File: src/rtl/subap_seq_pkg.sv
package subap_seq_pkg;
  typedef enum logic [1:0] {
    GAIN_X1 = 2'd0,
    GAIN_X2 = 2'd1,
    GAIN_X4 = 2'd2,
    GAIN_X8 = 2'd3
  } gain_code_e;

  localparam int unsigned SYNC_DEPTH = 2;
endpackage

File: src/rtl/spi_shadow_rx.sv
module spi_shadow_rx #(
  parameter int unsigned ROW_W   = 3,
  parameter int unsigned OPT_W   = 4,
  parameter int unsigned N_SUBAP = 4,
  parameter int unsigned N_ROWS  = 6
) (
  input  logic                   clk,
  input  logic                   rst_n,
  input  logic                   sclk,
  input  logic                   cs_n,
  input  logic                   mosi,
  input  logic                   take,
  output logic                   busy,
  output logic                   pending,
  output logic [ROW_W-1:0]       sh_row,
  output logic [OPT_W-1:0]       sh_opt,
  output logic [2*N_SUBAP-1:0]   sh_gain
);
  import subap_seq_pkg::*;

  localparam int unsigned FRAME_W = ROW_W + OPT_W + 2*N_SUBAP;
  localparam int unsigned CNT_W   = $clog2(FRAME_W + 2);
  localparam int unsigned GAIN_TOP = FRAME_W - ROW_W - OPT_W;

  logic [SYNC_DEPTH:0]   sclk_q, cs_q;
  logic [SYNC_DEPTH-1:0] mosi_q;
  logic                  sclk_rise, cs_end;

  logic [FRAME_W-1:0] shift_q, shift_n;
  logic [CNT_W-1:0]   cnt_q, cnt_n;
  logic               pend_n;
  logic               frame_ok;
  logic [ROW_W-1:0]       f_row;
  logic [OPT_W-1:0]       f_opt;
  logic [2*N_SUBAP-1:0]   f_gain;

  // synchronizers
  always_ff @(posedge clk or negedge rst_n) begin
    if (!rst_n) begin
      sclk_q <= '0;
      cs_q   <= '1;
      mosi_q <= '0;
    end else begin
      sclk_q <= {sclk_q[SYNC_DEPTH-1:0], sclk};
      cs_q   <= {cs_q[SYNC_DEPTH-1:0], cs_n};
      mosi_q <= {mosi_q[SYNC_DEPTH-2:0], mosi};
    end
  end

  assign sclk_rise = sclk_q[SYNC_DEPTH-1] & ~sclk_q[SYNC_DEPTH];
  assign cs_end    = cs_q[SYNC_DEPTH-1] & ~cs_q[SYNC_DEPTH];
  assign busy      = ~cs_q[SYNC_DEPTH-1];

  // frame field split
  assign f_row = shift_q[FRAME_W-1 -: ROW_W];
  assign f_opt = shift_q[FRAME_W-ROW_W-1 -: OPT_W];
  for (genvar i = 0; i < N_SUBAP; i++) begin : g_field
    assign f_gain[2*i +: 2] = shift_q[GAIN_TOP-2*(i+1) +: 2];
  end

  assign frame_ok = cs_end && (cnt_q == CNT_W'(FRAME_W)) &&
                    ({1'b0, f_row} < (ROW_W+1)'(N_ROWS));

  always_comb begin
    shift_n = shift_q;
    cnt_n   = cnt_q;
    if (!busy) begin
      cnt_n = '0;
    end else if (sclk_rise) begin
      shift_n = {shift_q[FRAME_W-2:0], mosi_q[SYNC_DEPTH-1]};
      if (cnt_q != CNT_W'(FRAME_W + 1)) cnt_n = cnt_q + 1'b1;
    end
    pend_n = pending;
    if (frame_ok)  pend_n = 1'b1;
    else if (take) pend_n = 1'b0;
  end

  always_ff @(posedge clk or negedge rst_n) begin
    if (!rst_n) begin
      shift_q <= '0;
      cnt_q   <= '0;
      pending <= 1'b0;
    end else begin
      shift_q <= shift_n;
      cnt_q   <= cnt_n;
      pending <= pend_n;
    end
  end

  always_ff @(posedge clk or negedge rst_n) begin
    if (!rst_n) begin
      sh_row  <= '0;
      sh_opt  <= '0;
      sh_gain <= '0;
    end else if (frame_ok) begin
      sh_row  <= f_row;
      sh_opt  <= f_opt;
      sh_gain <= f_gain;
    end
  end

  assert_ready_rises_idle_R3: assert property (@(posedge clk) disable iff (!rst_n)
    $rose(pending) |-> !busy);
  assert_shadow_stable_busy_R3: assert property (@(posedge clk) disable iff (!rst_n)
    busy |=> $stable(sh_gain) && $stable(sh_row));
endmodule

File: src/rtl/read_period_timer.sv
module read_period_timer #(
  parameter int unsigned SLOT_CYCLES = 8,
  parameter int unsigned PIX_ROWS    = 20,
  parameter int unsigned PIX_W       = $clog2(PIX_ROWS)
) (
  input  logic             clk,
  input  logic             rst_n,
  output logic             period_start,
  output logic             conv_strobe,
  output logic             xfer_strobe,
  output logic [PIX_W-1:0] pix_row
);
  localparam int unsigned SLOT_W = (SLOT_CYCLES > 1) ? $clog2(SLOT_CYCLES) : 1;

  logic [SLOT_W-1:0] slot_q, slot_n;
  logic [PIX_W-1:0]  pix_q, pix_n;
  logic              slot_last, pix_last;

  assign slot_last = (slot_q == SLOT_W'(SLOT_CYCLES - 1));
  assign pix_last  = (pix_q == PIX_W'(PIX_ROWS - 1));

  always_comb begin
    slot_n = slot_q + 1'b1;
    pix_n  = pix_q;
    if (slot_last) begin
      slot_n = '0;
      pix_n  = pix_last ? '0 : pix_q + 1'b1;
    end
  end

  always_ff @(posedge clk or negedge rst_n) begin
    if (!rst_n) begin
      slot_q <= '0;
      pix_q  <= '0;
    end else begin
      slot_q <= slot_n;
      pix_q  <= pix_n;
    end
  end

  assign conv_strobe  = (slot_q == '0);
  assign period_start = conv_strobe && (pix_q == '0);
  assign xfer_strobe  = slot_last && pix_last;
  assign pix_row      = pix_q;

  assert_xfer_then_start_R8: assert property (@(posedge clk) disable iff (!rst_n)
    xfer_strobe |=> period_start);
  assert_start_has_conv_R8: assert property (@(posedge clk) disable iff (!rst_n)
    period_start |-> conv_strobe && !xfer_strobe);
endmodule

File: src/rtl/active_cfg.sv
module active_cfg #(
  parameter int unsigned ROW_W   = 3,
  parameter int unsigned OPT_W   = 4,
  parameter int unsigned N_SUBAP = 4,
  parameter int unsigned N_ROWS  = 6
) (
  input  logic                 clk,
  input  logic                 rst_n,
  input  logic                 boundary,
  input  logic                 pending,
  input  logic                 busy,
  input  logic [ROW_W-1:0]     sh_row,
  input  logic [OPT_W-1:0]     sh_opt,
  input  logic [2*N_SUBAP-1:0] sh_gain,
  output logic                 take,
  output logic [ROW_W-1:0]     row_q,
  output logic [OPT_W-1:0]     opt_q,
  output logic [2*N_SUBAP-1:0] gain_q
);
  logic [ROW_W-1:0]     row_n;
  logic [OPT_W-1:0]     opt_n;
  logic [2*N_SUBAP-1:0] gain_n;
  logic                 advance;

  assign take    = boundary && pending && !busy;
  assign advance = boundary && !take && opt_q[0];

  always_comb begin
    row_n  = row_q;
    opt_n  = opt_q;
    gain_n = gain_q;
    if (take) begin
      row_n  = sh_row;
      opt_n  = sh_opt;
      gain_n = sh_gain;
    end else if (advance) begin
      row_n = (row_q == ROW_W'(N_ROWS - 1)) ? '0 : row_q + 1'b1;
    end
  end

  always_ff @(posedge clk or negedge rst_n) begin
    if (!rst_n) begin
      row_q  <= '0;
      opt_q  <= '0;
      gain_q <= '0;
    end else if (boundary) begin
      row_q  <= row_n;
      opt_q  <= opt_n;
      gain_q <= gain_n;
    end
  end

  assert_change_at_boundary_R4: assert property (@(posedge clk) disable iff (!rst_n)
    !boundary |=> $stable(row_q) && $stable(opt_q) && $stable(gain_q));
  assert_hold_while_busy_R5: assert property (@(posedge clk) disable iff (!rst_n)
    (boundary && busy) |=> $stable(opt_q) && $stable(gain_q));
  assert_row_in_range_R6: assert property (@(posedge clk) disable iff (!rst_n)
    {1'b0, row_q} < (ROW_W+1)'(N_ROWS));
endmodule

File: src/rtl/subap_read_seq.sv
module subap_read_seq #(
  parameter int unsigned N_ROWS      = 6,
  parameter int unsigned N_SUBAP     = 4,
  parameter int unsigned OPT_W       = 4,
  parameter int unsigned SLOT_CYCLES = 8,
  parameter int unsigned PIX_ROWS    = 20,
  parameter int unsigned ROW_W       = (N_ROWS > 1) ? $clog2(N_ROWS) : 1,
  parameter int unsigned PIX_W       = $clog2(PIX_ROWS)
) (
  input  logic                 clk,
  input  logic                 rst_n,
  input  logic                 spi_sclk,
  input  logic                 spi_cs_n,
  input  logic                 spi_mosi,
  output logic [ROW_W-1:0]     row_addr,
  output logic [2*N_SUBAP-1:0] gain_sel,
  output logic [OPT_W-1:0]     opt_bits,
  output logic                 cfg_ready,
  output logic                 period_start,
  output logic                 conv_strobe,
  output logic [PIX_W-1:0]     pix_row,
  output logic                 xfer_strobe
);
  logic                 take, busy, pending;
  logic [ROW_W-1:0]     sh_row;
  logic [OPT_W-1:0]     sh_opt;
  logic [2*N_SUBAP-1:0] sh_gain;

  spi_shadow_rx #(
    .ROW_W(ROW_W), .OPT_W(OPT_W), .N_SUBAP(N_SUBAP), .N_ROWS(N_ROWS)
  ) u_rx (
    .clk(clk), .rst_n(rst_n), .sclk(spi_sclk), .cs_n(spi_cs_n), .mosi(spi_mosi),
    .take(take), .busy(busy), .pending(pending),
    .sh_row(sh_row), .sh_opt(sh_opt), .sh_gain(sh_gain)
  );

  read_period_timer #(
    .SLOT_CYCLES(SLOT_CYCLES), .PIX_ROWS(PIX_ROWS), .PIX_W(PIX_W)
  ) u_tmr (
    .clk(clk), .rst_n(rst_n), .period_start(period_start),
    .conv_strobe(conv_strobe), .xfer_strobe(xfer_strobe), .pix_row(pix_row)
  );

  active_cfg #(
    .ROW_W(ROW_W), .OPT_W(OPT_W), .N_SUBAP(N_SUBAP), .N_ROWS(N_ROWS)
  ) u_act (
    .clk(clk), .rst_n(rst_n), .boundary(xfer_strobe), .pending(pending), .busy(busy),
    .sh_row(sh_row), .sh_opt(sh_opt), .sh_gain(sh_gain), .take(take),
    .row_q(row_addr), .opt_q(opt_bits), .gain_q(gain_sel)
  );

  assign cfg_ready = pending;

  assert_ready_clears_on_load_R4: assert property (@(posedge clk) disable iff (!rst_n)
    (xfer_strobe && cfg_ready && spi_cs_n && $past(spi_cs_n) && $past(spi_cs_n, 2) &&
     $past(cfg_ready)) |=> !cfg_ready);
endmodule

File: config.mk
export PLATFORM = sky130hd
export DESIGN_NAME = subap_read_seq
export DESIGN_NICKNAME = d
export VERILOG_FILES = /design/src/rtl/subap_seq_pkg.sv /design/src/rtl/spi_shadow_rx.sv /design/src/rtl/read_period_timer.sv /design/src/rtl/active_cfg.sv /design/src/rtl/subap_read_seq.sv
export SDC_FILE = /design/constraint.sdc
export NUM_CORES = 1
export LEC_CHECK = 0
export ABC_CLOCK_PERIOD_IN_PS = 2800
export BUFFER_PORTS_ARGS = -buffer_cell sky130_fd_sc_hd__clkbuf_2
export CAP_MARGIN = 5
export CELL_PAD_IN_SITES_DETAIL_PLACEMENT = 1
export CELL_PAD_IN_SITES_GLOBAL_PLACEMENT = 1
export CORE_AREA = 3 3 85 87
export DETAILED_ROUTE_END_ITERATION = 10
export DIE_AREA = 0 0 88 90
export MAX_ROUTING_LAYER = met4
export PLACE_DENSITY = 0.74
export SYNTH_ARGS = -nofsm -noshare
export SYNTH_HDL_FRONTEND = slang
export SYNTH_SLANG_ARGS = --single-unit
File: constraint.sdc
create_clock -name clk -period 2.8 [get_ports clk]
set_clock_uncertainty 0.1 [all_clocks]
set_input_delay 0.42 -clock clk [delete_from_list [all_inputs] [get_ports clk]]
set_output_delay 0.42 -clock clk [all_outputs]
set_load 0.01 [all_outputs]
==> impl_summary.md, run 1 <==
Clock network
Clock-pin slew was measured on the worst setup and hold paths at 70 ps. The post-CTS setup repair buffer count is 0. Counting along the longest clock path gives a buffer depth of 2.

The clock tree synthesis step divided the H-tree into 3 levels. The tree is rooted in a sky130_fd_sc_hd__clkbuf_8. The CTS tree is built.

The number of buffers created by CTS is 9. Buffers inserted to repair hold after CTS numbered 1. The clock network latency to the later pin of the worst-skew pair is 330 ps. The total number of clock tree sinks is 67. The post-cts repair resize count is 0.

Final layout
In the layout the commonest cells are sky130_fd_sc_hd__dfrtp_1, sky130_fd_sc_hd__mux2_2, sky130_fd_sc_hd__clkbuf_2. Relative to the synthesized area, the layout overhead comes to 15.2%. The final antenna diode count is 0. The share of post-route cells with drive strength above 1 is 40.5%. The library cell used most frequently in the layout, excluding fill and tap cells, is sky130_fd_sc_hd__dfrtp_1. The final cell area excluding filler cells is 0.00323 mm2. The net count of the finished layout is 245.

Synth
The post-synthesis sequential element count is 67. The async set-reset flop share out of synthesis is 100%. Summed over its instances, the top area cell type makes up 57.2% of the synthesized netlist area. Measured against the total synthesized area, the mux share comes to 19.4%.

The number of enable flip-flop cells after synthesis is 0. The Yosys step of the flow raised 0 warnings. The most used flip-flop cell after synthesis is sky130_fd_sc_hd__dfrtp_1.

The dominant combinational cell family by area after synthesis is multiplexers. The area share of xor/xnor cells in the synthesized design is 0.625%. The post-synthesis share of cell area spent on and, or, nand and nor gates is 9.42%. The mean instance size in the synthesized netlist is 14.3 um2. The number of different library cells used by synthesis comes to 39. The cell count after synthesis came out at 196. The number of nets in the synthesized netlist is 209. sky130_fd_sc_hd__dfrtp_1 takes more of the synthesized area than any other cell. The share of the synthesized area in compound gates (AO/OA/AOI/OAI) is 4.33%. Yosys attributes the largest share of cell area to sky130_fd_sc_hd__dfrtp_1, sky130_fd_sc_hd__mux2_2, sky130_fd_sc_hd__mux2_4.

Summing the sequential cell areas from Yosys gives 60.0% of the chip area. The total standard cell area after synthesis is 0.00280 mm2. After Yosys synthesis, full adders, half adders and majority gates account for 3.57% of the synthesized area.

Floorplan
For this configuration, the core starts out at a cell density of 43.6%. The core footprint is 0.00642 mm2. The die area is 0.00792 mm2. The width of the die is 88 um. In this run the core area contains 29 standard-cell rows. The die span in y is 90 um. The total I/O pin count is 29.

Global routing
Entering global routing, the biggest net connects 68 pins. The via count of the first global-routing pass is 1730. The initial antenna violation count is 0.

The overflow left after global routing is 0. Global routing consumed, over all layers together, 14.2% of the routing resources. The first global-routing pass estimated 8340 um of wire.

Route
For this run, design rule violations remaining after detail routing come to 0. The detail route stage leaves a number of antenna-violating nets equal to 0. The wire length after detailed routing is 4840 um. The first detailed-routing pass ran for 3 iterations. The vias per cell is 5.22. The detailed-route via count is 1638.

The number of DRC markers in iteration 0 is 67. The average wire per standard cell is 15.4 um.

STA
Setup repair after global routing left no endpoint under its margin. The normalized max-slew margin is 51.0%. After layout, the worst path uses 84.7% of the clock period. Adding up every negative setup slack in the final design gives 0 ps. The final setup violation count is 0.

The tightest hold path in the finished design has a slack of 68.8 ps. The number of slew-limit violations in the final report is 0. The hold violation count in the final report is 0. Static timing analysis puts the maximum clock frequency at 422 MHz. The post-layout minimum cycle time is 2370 ps. The measured slew at the worst slew-check pin is 734 ps.

Status
The run finished with clean final reports.

Flow run
Across the run, the number of max-cap violations was 0.

Critical path
In this run the worst path has a maximum fanout of 9. The critical path start-end classification is reg2out. The worst setup path is captured at an output port. The required time at the endpoint of the critical path is 2280 ps. The most critical setup path has its startpoint at u_tmr.slot_q[0]$_DFF_PN0_. In this run the critical register-to-register path is launched from u_tmr.slot_q[0]$_DFF_PN0_. Data on the critical path arrives at its endpoint at 1850 ps. The startpoint type of the worst setup path is a flop.

Hold path
The worst hold-check path type is in2reg. The startpoint of the lowest-slack hold path is spi_cs_n.

Placement
At the end of routability-driven placement, the weighted congestion stood at 0.758. Once detailed placement completed, the half-perimeter wirelength came to 3240 um. After detailed placement, the total cell area comes to 0.00302 mm2. The count of buffers added on input and output ports is 28.

Power and ir drop
Across the VDD grid, the largest voltage drop is 0.353 mV. The total power density per cell area is 606 mW/mm2. The reported leakage power is 1.65 nW. The overall power after layout is 1.96 mW.
[sequential cells by signal (all words and copies together), names as in the netlist]
name and count:
u_act.opt_q 4, u_act.row_q 3, u_act.gain_q 8, u_rx.sh_opt 4
u_rx.cnt_q 5, u_rx.mosi_q 2, u_tmr.pix_row 5, u_rx.sh_row 3
u_rx.shift_q 15, u_rx.sclk_q 3, u_tmr.slot_q 3, u_rx.pending 1
u_rx.cs_q 3, u_rx.sh_gain 8
[report_power, final]
group,internal (mW),leakage (nW),total [mW],switching (mW)
logic,0.0561,0.661,0.100,0.0442
clock network,0.431,0.0991,0.774,0.343
registers,1.03,0.886,1.08,0.0480
total,1.52,1.65,1.96,0.435
[area by class of cell]
| type | instances | area, um2 |
|---|---|---|
| Tap cell | 77 | 96.3 |
| Sequential cell | 67 | 1680 |
| Fill cell | 652 | 3190 |
| Clock buffer | 11 | 141 |
| Inverter | 11 | 41.3 |
| Multi-Input combinational cell | 113 | 1050 |
| Clock inverter | 5 | 52.6 |
| Timing Repair Buffer | 30 | 170 |
[cell families after synthesis]
| kind of cell | count (synthesis) |
|---|---|
| XOR/XNOR | 2 |
| buffers and inverters | 16 |
| flip-flops | 67 |
| AND/OR/NAND/NOR | 37 |
| adder cells (fa/ha/maj) | 8 |
| AO/OA/AOI/OAI | 21 |
| multiplexers | 45 |
[worst max-delay path: stages (launching register included)]
cell and delay, ps:
sky130_fd_sc_hd__dfrtp_1 370, sky130_fd_sc_hd__ha_1 160, sky130_fd_sc_hd__ha_1 330, sky130_fd_sc_hd__and4bb_4 330, sky130_fd_sc_hd__and2_1 190, sky130_fd_sc_hd__clkbuf_2 150
[routing by layer]
| layer | GRT usage [%] | wire [um] | part of all wire [%] |
|---|---|---|---|
| met2 | 22.6 | 2510 | 52 |
| met4 | 6.14 | 100 | 2.1 |
| met1 | 16.0 | 2070 | 43 |
| met3 | 4.94 | 164 | 3.4 |
| met5 | - | 0 | 0 |
[stage by stage]
| step | cells | util [%] | setup slack (ps) |
|---|---|---|---|
| after floorplan | 196 | - | 904 |
| after detailed placement | 297 | 47.1 | 673 |
| after CTS | 314 | 50.3 | 397 |
| final | 314 | 50.3 | 428 |
| after global routing | 314 | 50.3 | 263 |
| after global placement | 297 | 47.1 | 757 |
[synth_stat cells, types with 2 or more instances]
| library cell | number |
|---|---|
| sky130_fd_sc_hd__dfrtp_1 | 64 |
| sky130_fd_sc_hd__mux2_2 | 34 |
| sky130_fd_sc_hd__inv_1 | 11 |
| sky130_fd_sc_hd__mux2_4 | 10 |
| sky130_fd_sc_hd__o21ai_0 | 9 |
| sky130_fd_sc_hd__ha_1 | 8 |
| sky130_fd_sc_hd__a21oi_1 | 5 |
| sky130_fd_sc_hd__nand2_1 | 4 |
| sky130_fd_sc_hd__nand3_1 | 4 |
| sky130_fd_sc_hd__nor2_1 | 4 |
| sky130_fd_sc_hd__a31oi_1 | 3 |
| sky130_fd_sc_hd__buf_2 | 3 |
| sky130_fd_sc_hd__dfstp_2 | 3 |
| sky130_fd_sc_hd__nand2b_1 | 3 |
| sky130_fd_sc_hd__nor2b_1 | 3 |
| sky130_fd_sc_hd__and2_1 | 2 |
| sky130_fd_sc_hd__and3_1 | 2 |
| sky130_fd_sc_hd__and3b_1 | 2 |
| sky130_fd_sc_hd__xnor2_1 | 2 |
[path summary, 6_finish.rpt]
kind                                          endpoint  slack, ps  cells past startpoint
max                                        xfer_strobe        430                      5
min                             u_rx.cs_q[0]$_DFF_PN1_         70                      1
min reg2reg                   u_rx.mosi_q[1]$_DFF_PN0_        240                      0
max reg2reg                u_act.gain_q[4]$_DFFE_PN0P_        700                      5
min in group asynchronous    u_rx.cnt_q[3]$_DFFE_PN0P_        530                      3
max in group asynchronous       u_rx.cs_q[1]$_DFF_PN1_       1730                      3
No activity file was read; power rests on OpenSTA's default activity.
==> run 2: changes to the inputs <==
- ABC_CLOCK_PERIOD_IN_PS: 2800 -> 2050
- PLACE_DENSITY: 0.74 -> 0.77
- clock period: 2.8 -> 2.05 ns (I/O delays scaled with it)
==> impl_summary.md, run 2 (same netlist as run 1, synthesis figures left out) <==
Power and ir drop
The total power density per cell area is 832 mW/mm2. The reported leakage power is 1.73 nW. The overall power after layout is 2.85 mW.

The worst IR drop on VDD is 0.590 mV.

Floorplan
The width of the die is 88 um. The initialized floorplan defines 29 standard-cell rows. The die span in y is 90 um. In this run the standard cell core region covers 0.00642 mm2. The effective utilization at floorplan is 43.6%.

The die covers 0.00792 mm2. The total I/O pin count is 29.

STA
The number of slew-limit violations in the final report is 0. For the pin with the worst max-slew slack, the measured transition is 415 ps. The setup slack after layout is 67.6 ps. The hold violation count in the final report is 0.

The normalized max-slew margin is 72.0%. After layout, the worst path uses 96.7% of the clock period. Setup repair after global routing could not meet its margin everywhere. The smallest clock period supported by the final layout is computed as 1980 ps. Setup violations remaining at the end of the flow were counted as 0.

The fmax is 504 MHz.

Hold path
The path class of the tightest hold or removal check is reg2reg. The worst hold path passes through 0 cells. The path with the worst hold slack has its endpoint at u_rx.sclk_q[1]$_DFF_PN0_. The startpoint of the lowest-slack hold path is u_rx.sclk_q[0]$_DFF_PN0_.

Global routing
For this run the aggregate overflow at the end of global routing stands at 0. The initial antenna violation count is 0. Global routing consumed, on the met1 layer, 18.4% of the routing resources. In the global route stage, overall resource usage came out at 16.0%.

The busiest layer in global routing is met2. The largest net degree at the start of global routing is 55. The met2 layer usage reported by global route is 25.0%. The met3 layer usage reported by global route is 6.12%. The global-route wire length before repair is 9290 um. The via count of the first global-routing pass is 1774.

Route
In this run, the number of DRC markers left after iteration 0 of detailed routing was 54. For this run, design rule violations remaining after detail routing come to 0. After detailed routing, the average wire length per cell comes to 16.6 um. The number of nets with antenna violations after detailed routing is 0. The first detailed-routing pass took 4 iterations. The detailed router placed 1708 vias in this run. In the routed layout, each cell is associated on average with a via count of 5.19.

The wire length after detailed routing is 5450 um.

Clock network
The clock network latency to the later pin of the worst-skew pair is 350 ps. For this design, the sink count on the clock tree is 67. The maximum clock insertion buffer count is 2. CTS built an H-tree with a depth of 3. The clock transition at the register clock pins on the worst setup and hold paths after CTS is 80 ps.

TritonCTS built the clock tree. The tree is rooted in a sky130_fd_sc_hd__clkbuf_8. Clock tree synthesis inserted a total of 9 buffers.

Final layout
The relative area change from synthesis to final layout is 22.1%. The library cell used most frequently in the layout, excluding fill and tap cells, is sky130_fd_sc_hd__dfrtp_1. 0 antenna diodes ended up in the layout. The share of post-route cells with drive strength above 1 is 44.8%. At the end of the flow the core is filled with cells to 53.3%. The register with the most flip-flops in the final layout is u_rx.shift_q. In the layout the commonest cells are sky130_fd_sc_hd__dfrtp_1, sky130_fd_sc_hd__mux2_2, sky130_fd_sc_hd__clkbuf_2. The largest registers in the layout are u_rx.shift_q x15, u_act.gain_q x8, u_rx.sh_gain x8. The flip-flop count of the largest register, all copies and words added is 15. After the last flow step, the layout net total stands at 260. The final cell area excluding filler cells is 0.00342 mm2. The final cell count without fillers is 329.

Critical path
The startpoint of the worst register-to-register path is u_tmr.slot_q[1]$_DFF_PN0_. The required time at the endpoint of the critical path is 1640 ps. The maximum fanout encountered on the critical timing path is 3. The critical path start-end classification is reg2out. The reg-to-reg setup timing slack is 120 ps. The critical register-to-register path endpoint is u_act.opt_q[1]$_DFFE_PN0P_. For the worst setup path, the data arrival time is 1570 ps. The worst register-to-register path has a depth of 7.

STA classifies the critical path endpoint as an output port. The worst setup path is launched from a flop.

Placement
At the end of routability-driven placement, the weighted congestion stood at 0.741. The count of buffers inserted at the top-level ports is 28. The number of placed instances, taps included, is 304. The pre-CTS setup slack is 110 ps. In this run the cell area measured after placement is 0.00308 mm2.

The half-perimeter wire length of the detailed placement result is 3520 um.

Status
The flow ran to the end, and the final reports show no timing, DRC or antenna violations.

Flow run
Across the run, the number of max-cap violations was 0.
-- run 2: cell count changes in the layout (fill, tap and decap cells not counted), sizes merged --
cell / previous run / this run
bufinv: 1 / 2
clkinv: 3 / 2
dlygate4sd3: 1 / 4
inv: 11 / 13
buf: 2 / 15
clkbuf: 38 / 35
-- run 2: repair_timing --
| item | 4_1_cts | 5_1_grt |
|---|---|---|
| pin swaps | 1 | 1 |
| cloned | 0 | 0 |
| resized for setup | 2 | 6 |
| setup buffers | 2 | 3 |
| endpoints found under the setup margin | 1 | 14 |
| hold endpoints to repair | 15 | 0 |
| hold buffers | 4 | 0 |
-- run 2: worst max-delay path by stage --
stage	start	to	slack (ps)	cells past startpoint
3_5_place_dp	u_tmr.slot_q[0]$_DFF_PN0_	u_act.opt_q[3]$_DFFE_PN0P_	110	5
6_report	u_tmr.slot_q[1]$_DFF_PN0_	xfer_strobe	70	5
5_1_grt	u_tmr.slot_q[0]$_DFF_PN0_	xfer_strobe	-8	5
4_1_cts	u_tmr.slot_q[0]$_DFF_PN0_	xfer_strobe	20	5
3_3_place_gp	u_tmr.slot_q[0]$_DFF_PN0_	u_act.gain_q[5]$_DFFE_PN0P_	190	5
2_1_floorplan	u_tmr.slot_q[0]$_DFF_PN0_	u_act.gain_q[0]$_DFFE_PN0P_	150	7
-- run 2: layout make-up --
cell class              count  area (um2)
well taps                  77        96.3
repair buffers             45         309
clock buffers               9         124
clock inverters             7        98.8
multi-input cells         113        1070
fillers                   646        3000
inverters                  11        41.3
flip-flops and latches     67        1680
-- run 2: worst max-delay path, cell delays in order, from the launching register on --
cell and delay (ps):
sky130_fd_sc_hd__dfrtp_1 390, sky130_fd_sc_hd__ha_2 200, sky130_fd_sc_hd__ha_4 160, sky130_fd_sc_hd__and4bb_4 190, sky130_fd_sc_hd__and2_4 170, sky130_fd_sc_hd__buf_6 120
-- run 2: layer usage --
| layer | vias up | part of all wire [%] |
|---|---|---|
| met1 | 882 | 42 |
| met5 | - | 0 |
| met3 | 10 | 3.1 |
| met4 | 0 | 2.0 |
| met2 | 24 | 53 |
| li1 | 792 | - |
-- run 2: where the power goes --
part | internal, mW | total [mW] | switching (mW) | leakage [nW]
registers | 1.41 | 1.48 | 0.0659 | 0.886
logic | 0.0823 | 0.145 | 0.0623 | 0.737
clock network | 0.692 | 1.22 | 0.532 | 0.110
-- run 2: through the flow --
stage	setup TNS (ps)	hold WS, ps
after floorplan	0	-88.1
after global placement	0	140
after detailed placement	0	138
after CTS	0	255
after global routing	-8.80	261
final	0	253
